**config.mk**
```make
export PLATFORM = sky130hd
export DESIGN_NAME = dram_refresh_seq
export DESIGN_NICKNAME = d
export VERILOG_FILES = /design/src/rtl/dram_refresh_pkg.sv /design/src/rtl/refresh_interval_timer.sv /design/src/rtl/refresh_debt_counter.sv /design/src/rtl/refresh_strobe_fsm.sv /design/src/rtl/dram_refresh_seq.sv
export SDC_FILE = /design/constraint.sdc
export NUM_CORES = 1
export LEC_CHECK = 0
export CAP_MARGIN = 0
export CELL_PAD_IN_SITES_DETAIL_PLACEMENT = 1
export CELL_PAD_IN_SITES_GLOBAL_PLACEMENT = 1
export CORE_MARGIN = 3
export CORE_UTILIZATION = 52
export CTS_BUF_LIST = sky130_fd_sc_hd__clkbuf_4 sky130_fd_sc_hd__clkbuf_8
export DETAILED_ROUTE_END_ITERATION = 8
export DONT_BUFFER_PORTS = 1
export PLACE_DENSITY_LB_ADDON = 0.1
export SLEW_MARGIN = 20
export SYNTH_ARGS = -nofsm -noshare
export SYNTH_HDL_FRONTEND = slang
export SYNTH_SLANG_ARGS = --single-unit
```
**constraint.sdc**
```tcl
create_clock -name clk_i -period 3.65 [get_ports clk_i]
set_clock_uncertainty 0.2 [all_clocks]
set_input_delay 0.1825 -clock clk_i [delete_from_list [all_inputs] [get_ports clk_i]]
set_output_delay 0.1825 -clock clk_i [all_outputs]
set_load 0.01 [all_outputs]
```
**src/rtl/dram_refresh_pkg.sv**
```systemverilog
package dram_refresh_pkg;

  typedef enum logic [2:0] {
    ST_PAUSE = 3'd0,
    ST_IDLE  = 3'd1,
    ST_CSR   = 3'd2,
    ST_RAS   = 3'd3,
    ST_PRE   = 3'd4
  } seq_state_e;

  function automatic int max2(input int a, input int b);
    return (a > b) ? a : b;
  endfunction

endpackage

```
**src/rtl/refresh_interval_timer.sv**
```systemverilog
module refresh_interval_timer #(
  parameter int INTERVAL_CYC = 1560
) (
  input  logic clk_i,
  input  logic rst_ni,
  input  logic en_i,
  output logic tick_o
);
  localparam int TW = $clog2(INTERVAL_CYC + 1);

  logic [TW-1:0] cnt_q;

  assign tick_o = en_i && (cnt_q == TW'(INTERVAL_CYC - 1));

  always_ff @(posedge clk_i or negedge rst_ni) begin
    if (!rst_ni)     cnt_q <= '0;
    else if (!en_i)  cnt_q <= '0;
    else if (tick_o) cnt_q <= '0;
    else             cnt_q <= cnt_q + 1'b1;
  end
endmodule

```
**src/rtl/refresh_debt_counter.sv**
```systemverilog
module refresh_debt_counter #(
  parameter int MAX_OWED = 8
) (
  input  logic clk_i,
  input  logic rst_ni,
  input  logic inc_i,
  input  logic dec_i,
  output logic owed_nz_o
);
  localparam int OW = $clog2(MAX_OWED + 1);

  logic [OW-1:0] owed_q;

  assign owed_nz_o = (owed_q != '0);

  always_ff @(posedge clk_i or negedge rst_ni) begin
    if (!rst_ni) owed_q <= '0;
    else begin
      unique case ({inc_i, dec_i})
        2'b10:   if (owed_q != OW'(MAX_OWED)) owed_q <= owed_q + 1'b1;
        2'b01:   owed_q <= owed_q - 1'b1;
        default: owed_q <= owed_q;
      endcase
    end
  end
endmodule

```
**src/rtl/refresh_strobe_fsm.sv**
```systemverilog
module refresh_strobe_fsm
  import dram_refresh_pkg::*;
#(
  parameter int PAUSE_CYC = 20000,
  parameter int INIT_REFS = 8,
  parameter int CSR_CYC   = 1,
  parameter int RAS_CYC   = 4,
  parameter int CHR_CYC   = 2,
  parameter int RP_CYC    = 4
) (
  input  logic clk_i,
  input  logic rst_ni,
  input  logic start_i,
  output logic idle_o,
  output logic init_done_o,
  output logic row_n_o,
  output logic col_n_o
);
  localparam int SPAN = max2(max2(PAUSE_CYC, RAS_CYC), max2(CSR_CYC, RP_CYC));
  localparam int CW   = $clog2(SPAN + 1);
  localparam int RW   = $clog2(INIT_REFS + 1);

  seq_state_e    state_q;
  logic [CW-1:0] cnt_q;
  logic [RW-1:0] refs_q;
  logic          done_q;

  always_ff @(posedge clk_i or negedge rst_ni) begin
    if (!rst_ni) begin
      state_q <= ST_PAUSE;
      cnt_q   <= '0;
      refs_q  <= '0;
      done_q  <= 1'b0;
    end else begin
      cnt_q <= cnt_q + 1'b1;
      unique case (state_q)
        ST_PAUSE: if (cnt_q == CW'(PAUSE_CYC - 1)) begin
          state_q <= ST_CSR;
          cnt_q   <= '0;
        end
        ST_IDLE: begin
          cnt_q <= '0;
          if (start_i) state_q <= ST_CSR;
        end
        ST_CSR: if (cnt_q == CW'(CSR_CYC - 1)) begin
          state_q <= ST_RAS;
          cnt_q   <= '0;
        end
        ST_RAS: if (cnt_q == CW'(RAS_CYC - 1)) begin
          state_q <= ST_PRE;
          cnt_q   <= '0;
        end
        ST_PRE: if (cnt_q == CW'(RP_CYC - 1)) begin
          cnt_q <= '0;
          if (done_q) begin
            state_q <= ST_IDLE;
          end else if (refs_q == RW'(INIT_REFS - 1)) begin
            done_q  <= 1'b1;
            state_q <= ST_IDLE;
          end else begin
            refs_q  <= refs_q + 1'b1;
            state_q <= ST_CSR;
          end
        end
        default: begin
          state_q <= ST_IDLE;
          cnt_q   <= '0;
        end
      endcase
    end
  end

  assign idle_o      = (state_q == ST_IDLE);
  assign init_done_o = done_q;
  assign row_n_o     = (state_q != ST_RAS);
  // column strobes lead the row strobe, then release after the hold window
  assign col_n_o     = !((state_q == ST_CSR) ||
                         ((state_q == ST_RAS) && (cnt_q < CW'(CHR_CYC))));
endmodule

```
**src/rtl/dram_refresh_seq.sv**
```systemverilog
module dram_refresh_seq #(
  parameter int PAUSE_CYC    = 20000,
  parameter int INIT_REFS    = 8,
  parameter int INTERVAL_CYC = 1560,
  parameter int MAX_OWED     = 8,
  parameter int CSR_CYC      = 1,
  parameter int RAS_CYC      = 4,
  parameter int CHR_CYC      = 2,
  parameter int RP_CYC       = 4,
  parameter int COL_STB      = 2
) (
  input  logic               clk_i,
  input  logic               rst_ni,
  input  logic               ref_gnt_i,
  output logic               ref_req_o,
  output logic               row_stb_n_o,
  output logic [COL_STB-1:0] col_stb_n_o,
  output logic               init_done_o
);
  logic tick, owed_nz, idle, accept, col_n;

  assign ref_req_o = idle && init_done_o && owed_nz;
  assign accept    = ref_req_o && ref_gnt_i;

  refresh_interval_timer #(.INTERVAL_CYC(INTERVAL_CYC)) u_timer (
    .clk_i  (clk_i),
    .rst_ni (rst_ni),
    .en_i   (init_done_o),
    .tick_o (tick)
  );

  refresh_debt_counter #(.MAX_OWED(MAX_OWED)) u_debt (
    .clk_i     (clk_i),
    .rst_ni    (rst_ni),
    .inc_i     (tick),
    .dec_i     (accept),
    .owed_nz_o (owed_nz)
  );

  refresh_strobe_fsm #(
    .PAUSE_CYC (PAUSE_CYC),
    .INIT_REFS (INIT_REFS),
    .CSR_CYC   (CSR_CYC),
    .RAS_CYC   (RAS_CYC),
    .CHR_CYC   (CHR_CYC),
    .RP_CYC    (RP_CYC)
  ) u_fsm (
    .clk_i       (clk_i),
    .rst_ni      (rst_ni),
    .start_i     (accept),
    .idle_o      (idle),
    .init_done_o (init_done_o),
    .row_n_o     (row_stb_n_o),
    .col_n_o     (col_n)
  );

  for (genvar g = 0; g < COL_STB; g++) begin : g_col
    assign col_stb_n_o[g] = col_n;
  end
endmodule

```
* After elaboration in Yosys (flattened, before gate mapping)
Index checks and enable logic that the tools add are counted.
Widths: inputs -> output; s select.
** Word-level totals
- Register bits :: 38
- Input port bits :: 3
- Output and inout bits :: 5
** Cells by class
- Add/sub/neg operators :: 5
- Magnitude comparators :: 1
- Equality and inequality tests :: 18
- Multiplexer cells :: 18
- Bitwise gates (word level) :: 2
- Reductions and logical operators :: 16
** Operators by type and width (number)
- $mux 15 :: 3
- $pmux 15 s3 :: 1
- $mux 11 :: 2
- $mux 3 :: 6
- $add 15x1->15 const B :: 1
- $eq 15x15->1 const B :: 1
- $eq 15x2->1 const B :: 1
- $logic_not 15->1 :: 1
- $lt 15x2->1 const B :: 1
- $pmux 3 s5 :: 1
- $ne 2x1->1 const B :: 6
- $add 11x1->11 const B :: 1
- $eq 11x11->1 const B :: 1
- $add 4x1->4 const B :: 2
- $pmux 4 s2 :: 1
- $eq 3x2->1 const B :: 2
- $logic_and 1x1->1 :: 5
- $reduce_and 5->1 :: 1
- $eq 4x3->1 const B :: 1
- $mux 4 :: 1
- $ne 4x4->1 const B :: 1
- $reduce_and 2->1 :: 2
- $reduce_and 4->1 :: 1
- $reduce_bool 4->1 :: 1
- other kinds (14) :: 16

* Depth between registers and ports, before layout
- Word-level depth :: 7
- Gate-level depth with buffers :: 11
- Gate-level depth less buffers :: 11

* Modules after synthesis
Synthesis repeated with hierarchy kept, for this count alone.
** Second synthesis, totals
- Cell total of the unflattened synthesis :: 214
- Area, all modules :: 2137.0 µm²
** By module, submodules not included
- refresh_strobe_fsm :: times used 1, cells each 131, area an instance 1253.7 µm², sequential area each 575.6 µm²
- refresh_interval_timer :: times used 1, cells each 53, area an instance 576.8 µm², sequential area each 275.3 µm²
- refresh_debt_counter :: times used 1, cells each 26, area an instance 275.3 µm², sequential area each 100.1 µm²
- dram_refresh_seq :: times used 1, cells each 4, area an instance 31.3 µm², sequential area each 0.0 µm²

* Worst setup path before layout
OpenSTA, ideal clock, no wires.
- Kind :: register to register
- From :: register u_debt.owed_q[1]
- To :: register u_debt.owed_q[3]
- Arrival :: 2.274 ns
- Data required time :: 3.323 ns
- Slack :: 1.049 ns
- Stages on the path, launching flop included :: 11
- Path buffers :: 0
- Clock period less this slack :: 2.601 ns
- Cell sequence :: dfrtp_1 > or4_4 > and4_4 > nand2_1 > inv_1 > ha_1 > a21o_1 > a21oi_1 > nor3_1 > a211oi_1 > a21oi_1
** On the way
- Longest elaborated chain between the ends :: 6
- Elaborated cells on any way between the ends :: 13
- Classes of those cells :: 2 x add/sub; 4 x eq/ne; 2 x mux; 5 x reduce/logical
** RTL lines
- start: declaration :: RTL line refresh_debt_counter.sv:12 : logic [OW-1:0] owed_q;
- start signal: assignment :: RTL line refresh_debt_counter.sv:20 : 2'b10: if (owed_q != OW'(MAX_OWED)) owed_q <= owed_q + 1'b1;
- start signal: assignment :: RTL line refresh_debt_counter.sv:21 : 2'b01: owed_q <= owed_q - 1'b1;
- start signal: assignment :: RTL line refresh_debt_counter.sv:22 : default: owed_q <= owed_q;
- parallel branches: the longest is 6 deep, another holds $add 4x1->4
Several ways; the timed one is not identified. The select of a mux whose other input is x is not followed.
A chain may end at the register's enable or synchronous reset.

* Worst setup path after layout
- From :: register u_fsm.state_q[0]
- To :: register u_debt.owed_q[3]
** On the way
- Longest elaborated chain between the ends :: 7
- Elaborated cells on any way between the ends :: 10
- Classes of those cells :: 4 x eq/ne; 1 x mux; 5 x reduce/logical
** RTL lines
- start: declaration :: RTL line refresh_strobe_fsm.sv:23 : seq_state_e state_q;
- start signal: assignment :: RTL line refresh_strobe_fsm.sv:30 : state_q <= ST_PAUSE;
- start signal: assignment :: RTL line refresh_strobe_fsm.sv:38 : state_q <= ST_CSR;
- start signal: assignment :: RTL line refresh_strobe_fsm.sv:43 : if (start_i) state_q <= ST_CSR;
- $eq 3x1->1 * :: RTL line refresh_strobe_fsm.sv:73 : assign idle_o = (state_q == ST_IDLE);
- $logic_and 1x1->1 * (2 in a row) :: RTL line dram_refresh_seq.sv:22 : assign ref_req_o = idle && init_done_o && owed_nz;
- $logic_and 1x1->1 * :: RTL line dram_refresh_seq.sv:23 : assign accept = ref_req_o && ref_gnt_i;
- $eq 2x2->1 / $eq 2x1->1 (equally long branches) :: RTL line refresh_debt_counter.sv:19 : unique case ({inc_i, dec_i})
- $ne 2x1->1 (no source line) / $reduce_bool 2->1 (equally long branches)
- $reduce_and 2->1 (no source line)
Every way passes the cells marked *; elsewhere a longest branch is shown, timed or not.

==> metrics.csv <==
metric,value,unit
grt_overflow_total,0,
synth_top_area_share,44.4,%
power_density,380,mW/mm^2
synth_top_family_by_area,simple AND/OR/NAND/NOR gates,
grtUsageMet1,27.1,%
cp-startpoint,u_fsm.state_q[0]$_DFFE_PN0P_,
dr.pass1.iters,4,
critPathMaxStageDelay,560,ps
area_delta_synth_final,7.43,%
r2r_slack,720,ps
synth_enable_flop_cells,0,
dp_hpwl,3310,um
cts_hold_buf,2,
synth-simple-area-share,26.6,%
slowest_stage,dfrtp_1,
core-area,0.00380,mm^2
clock-sinks,38,
r2r_start,u_fsm.state_q[0]$_DFFE_PN0P_,
yosysWarnings,0,
grt_max_degree,39,
grt_pass1_vias,1653,
yosysMostFrequentCell,dfrtp_1,
busiest_layer,met2,
synth_compound_area_share,7.02,%
clk_latency,290,ps
post-route-period-util,80.3,%
clockRootBuffer,clkbuf_8,
port_buffers,0,
fillerInstances,415,
synthCells,215,
path_class,reg2reg,
cp-end-kind,flop,
seq_area_frac_synth,44.4,%
cts_tree,built,
holdCritPathClass,in2async,
place_congestion,0.822,
synthTopCellsByArea,"dfrtp_1 (44%), xor2_1 (5.3%), nor2_1 (5.1%)",
cp_num_buf_inv,1,
rows,22,
cp.required,3660,ps
synth-xor-area-share,10.2,%
synth_common_cells,"dfrtp_1 (38), nor2_1 (29), nand2_1 (17)",
grt_pass1_wl,8100,um
rr_endpoint,u_debt.owed_q[3]$_DFFE_PN0P_,
path_max_fanout,12,
cts_buffers,5,
clk_pin_slew_worst_paths,80,ps
synth-async-reset-ratio,100,%
outcome,completed,
synth_fp_nets,225,
slew_headroom,61.9,%
antenna_found_initial,0,
power_leakage,1.01,nW
wl_per_cell,17.1,um
placed_cells,254,
synth_top_area_cell,dfrtp_1,
crit_chain,nor3b_1 -> and4_4 -> nand2_1 -> inv_1 -> ha_1 -> a21o_1 -> a21oi_1 -> nor2_1 -> a22o_1 -> a21oi_1,
fin_tns_setup,0,ps
wl,4530,um
fmax,341,MHz
die_width,70.1,um
rsz0062_at_grt,false,
cts-resized-gates,0,
cts_buffer_depth,2,
fp.dieH,70.1,um
vias_per_cell,5.88,
peakVddDrop,0.000268,V
start_util,56.3,%
cp.arrival,2950,ps
period_minus_slack,2930,ps
grt_usage,20.6,%
ys_ff_latch,38,
finalHoldViolCount,0,
h-tree-depth,2,
ys_types,47,
antenna_cells,0,
reg2reg_depth,10,
ioPinCount,8,
drive_gt1_share,10.6,%
met2_usage,33.4,%
synthMuxAreaShare,2.05,%
worst_pin_slew,571,ps
cap_violations,0,
start_kind,flop,
cts_setup_buffers,0,
synthAdderAreaFrac,4.44,%
first_iter_violations,54,
setup_viol,0,
cp_common_cell,a21oi_1,
drc,0,
die_area,0.00492,mm^2
synth_area_per_cell,9.95,um^2
synth_ff_type,dfrtp_1,
slew_violations,0,
vias,1552,
grtUsageMet3,5.04,%
instances_no_fill,264,
syn-cell-area,0.00214,mm^2
critPathTopFamily,simple AND/OR/NAND/NOR gates,
ant_nets,0,
finalNetCount,225,
[stage by stage]
stage                     total power, W  area, um^2  hold WS (ps)  util (%)  worst slack [ps]
after floorplan                 0.000429        2140          -313         -              1050
after global placement          0.000429        2130          -312      56.0               946
after detailed placement        0.000429        2130          -312      56.0               753
after CTS                       0.000885        2300           135      60.5               703
after global routing            0.000905        2300           141      60.5               506
final                           0.000874        2300           134      60.5               719
[where the power goes]
| group | internal (W) | switching, W |
|---|---|---|
| Clock | 0.000292 | 0.000151 |
| Combinational | 0.00000296 | 0.00000815 |
| Sequential | 0.000421 | 0 |
| Total | 0.000715 | 0.000159 |
[registers in the layout, summed over array words and instances (netlist names)]
signal / cells
u_fsm.init_done_o: 1
u_timer.cnt_q: 11
u_fsm.cnt_q: 15
u_fsm.refs_q: 4
u_fsm.state_q: 3
u_debt.owed_q: 4
[cells by family after synthesis]
logic type      Yosys count
simple gates            102
flops                    38
xor+xnor                 25
compound gates           20
buf+inv                  19
fa+ha+maj                 7
mux                       4
[worst register-to-register path, cell delays in order, from the launching register on]
cell and delay (ps):
dfrtp_1 560, nor3b_1 420, and4_4 300, nand2_1 80, inv_1 160, ha_1 260, a21o_1 180, a21oi_1 270
nor2_1 80, a22o_1 180, a21oi_1 170
[routing by layer]
layer | routed length (um) | vias up
li1 | - | 741
met1 | 2070 | 786
met2 | 2250 | 15
met3 | 118 | 10
met4 | 88 | 0
met5 | 0 | -
[final cells by class]
class                           count  area [um^2]  share of cell area [%]
Clock buffer                        6         82.6                    3.59
Clock inverter                      2         60.1                    2.61
Inverter                           10         37.5                    1.63
Multi-Input combinational cell    158         1080                    46.9
Sequential cell                    38          951                    41.4
Tap cell                           48         60.1                    2.61
Timing Repair Buffer                2         30.0                    1.31
[how the worst max path moves through the flow]
stage / endpoint / slack (ps) / cells after the start
floorplan: u_debt.owed_q[3]$_DFFE_PN0P_ / 1050 / 10
finish: u_debt.owed_q[3]$_DFFE_PN0P_ / 720 / 10
global route: u_debt.owed_q[3]$_DFFE_PN0P_ / 510 / 10
detailed placement: u_debt.owed_q[3]$_DFFE_PN0P_ / 750 / 10
global placement: u_debt.owed_q[3]$_DFFE_PN0P_ / 950 / 10
CTS: u_debt.owed_q[3]$_DFFE_PN0P_ / 700 / 10
[layout by cell type, fill, tap and decap left out, drive strengths merged, types with 4 or more instances in the layout]
cell / netlist / layout
and3: 7 / 7
and4: 4 / 4
inv: 10 / 10
xor2: 13 / 13
nand4: 8 / 8
clkbuf: 1 / 6
nor3: 5 / 5
dfrtp: 38 / 38
nand3: 10 / 10
xnor2: 12 / 12
ha: 6 / 6
nand2: 17 / 17
nor2: 32 / 32
o21ai: 4 / 4
Note: power is estimated with default switching activity, not from simulation.
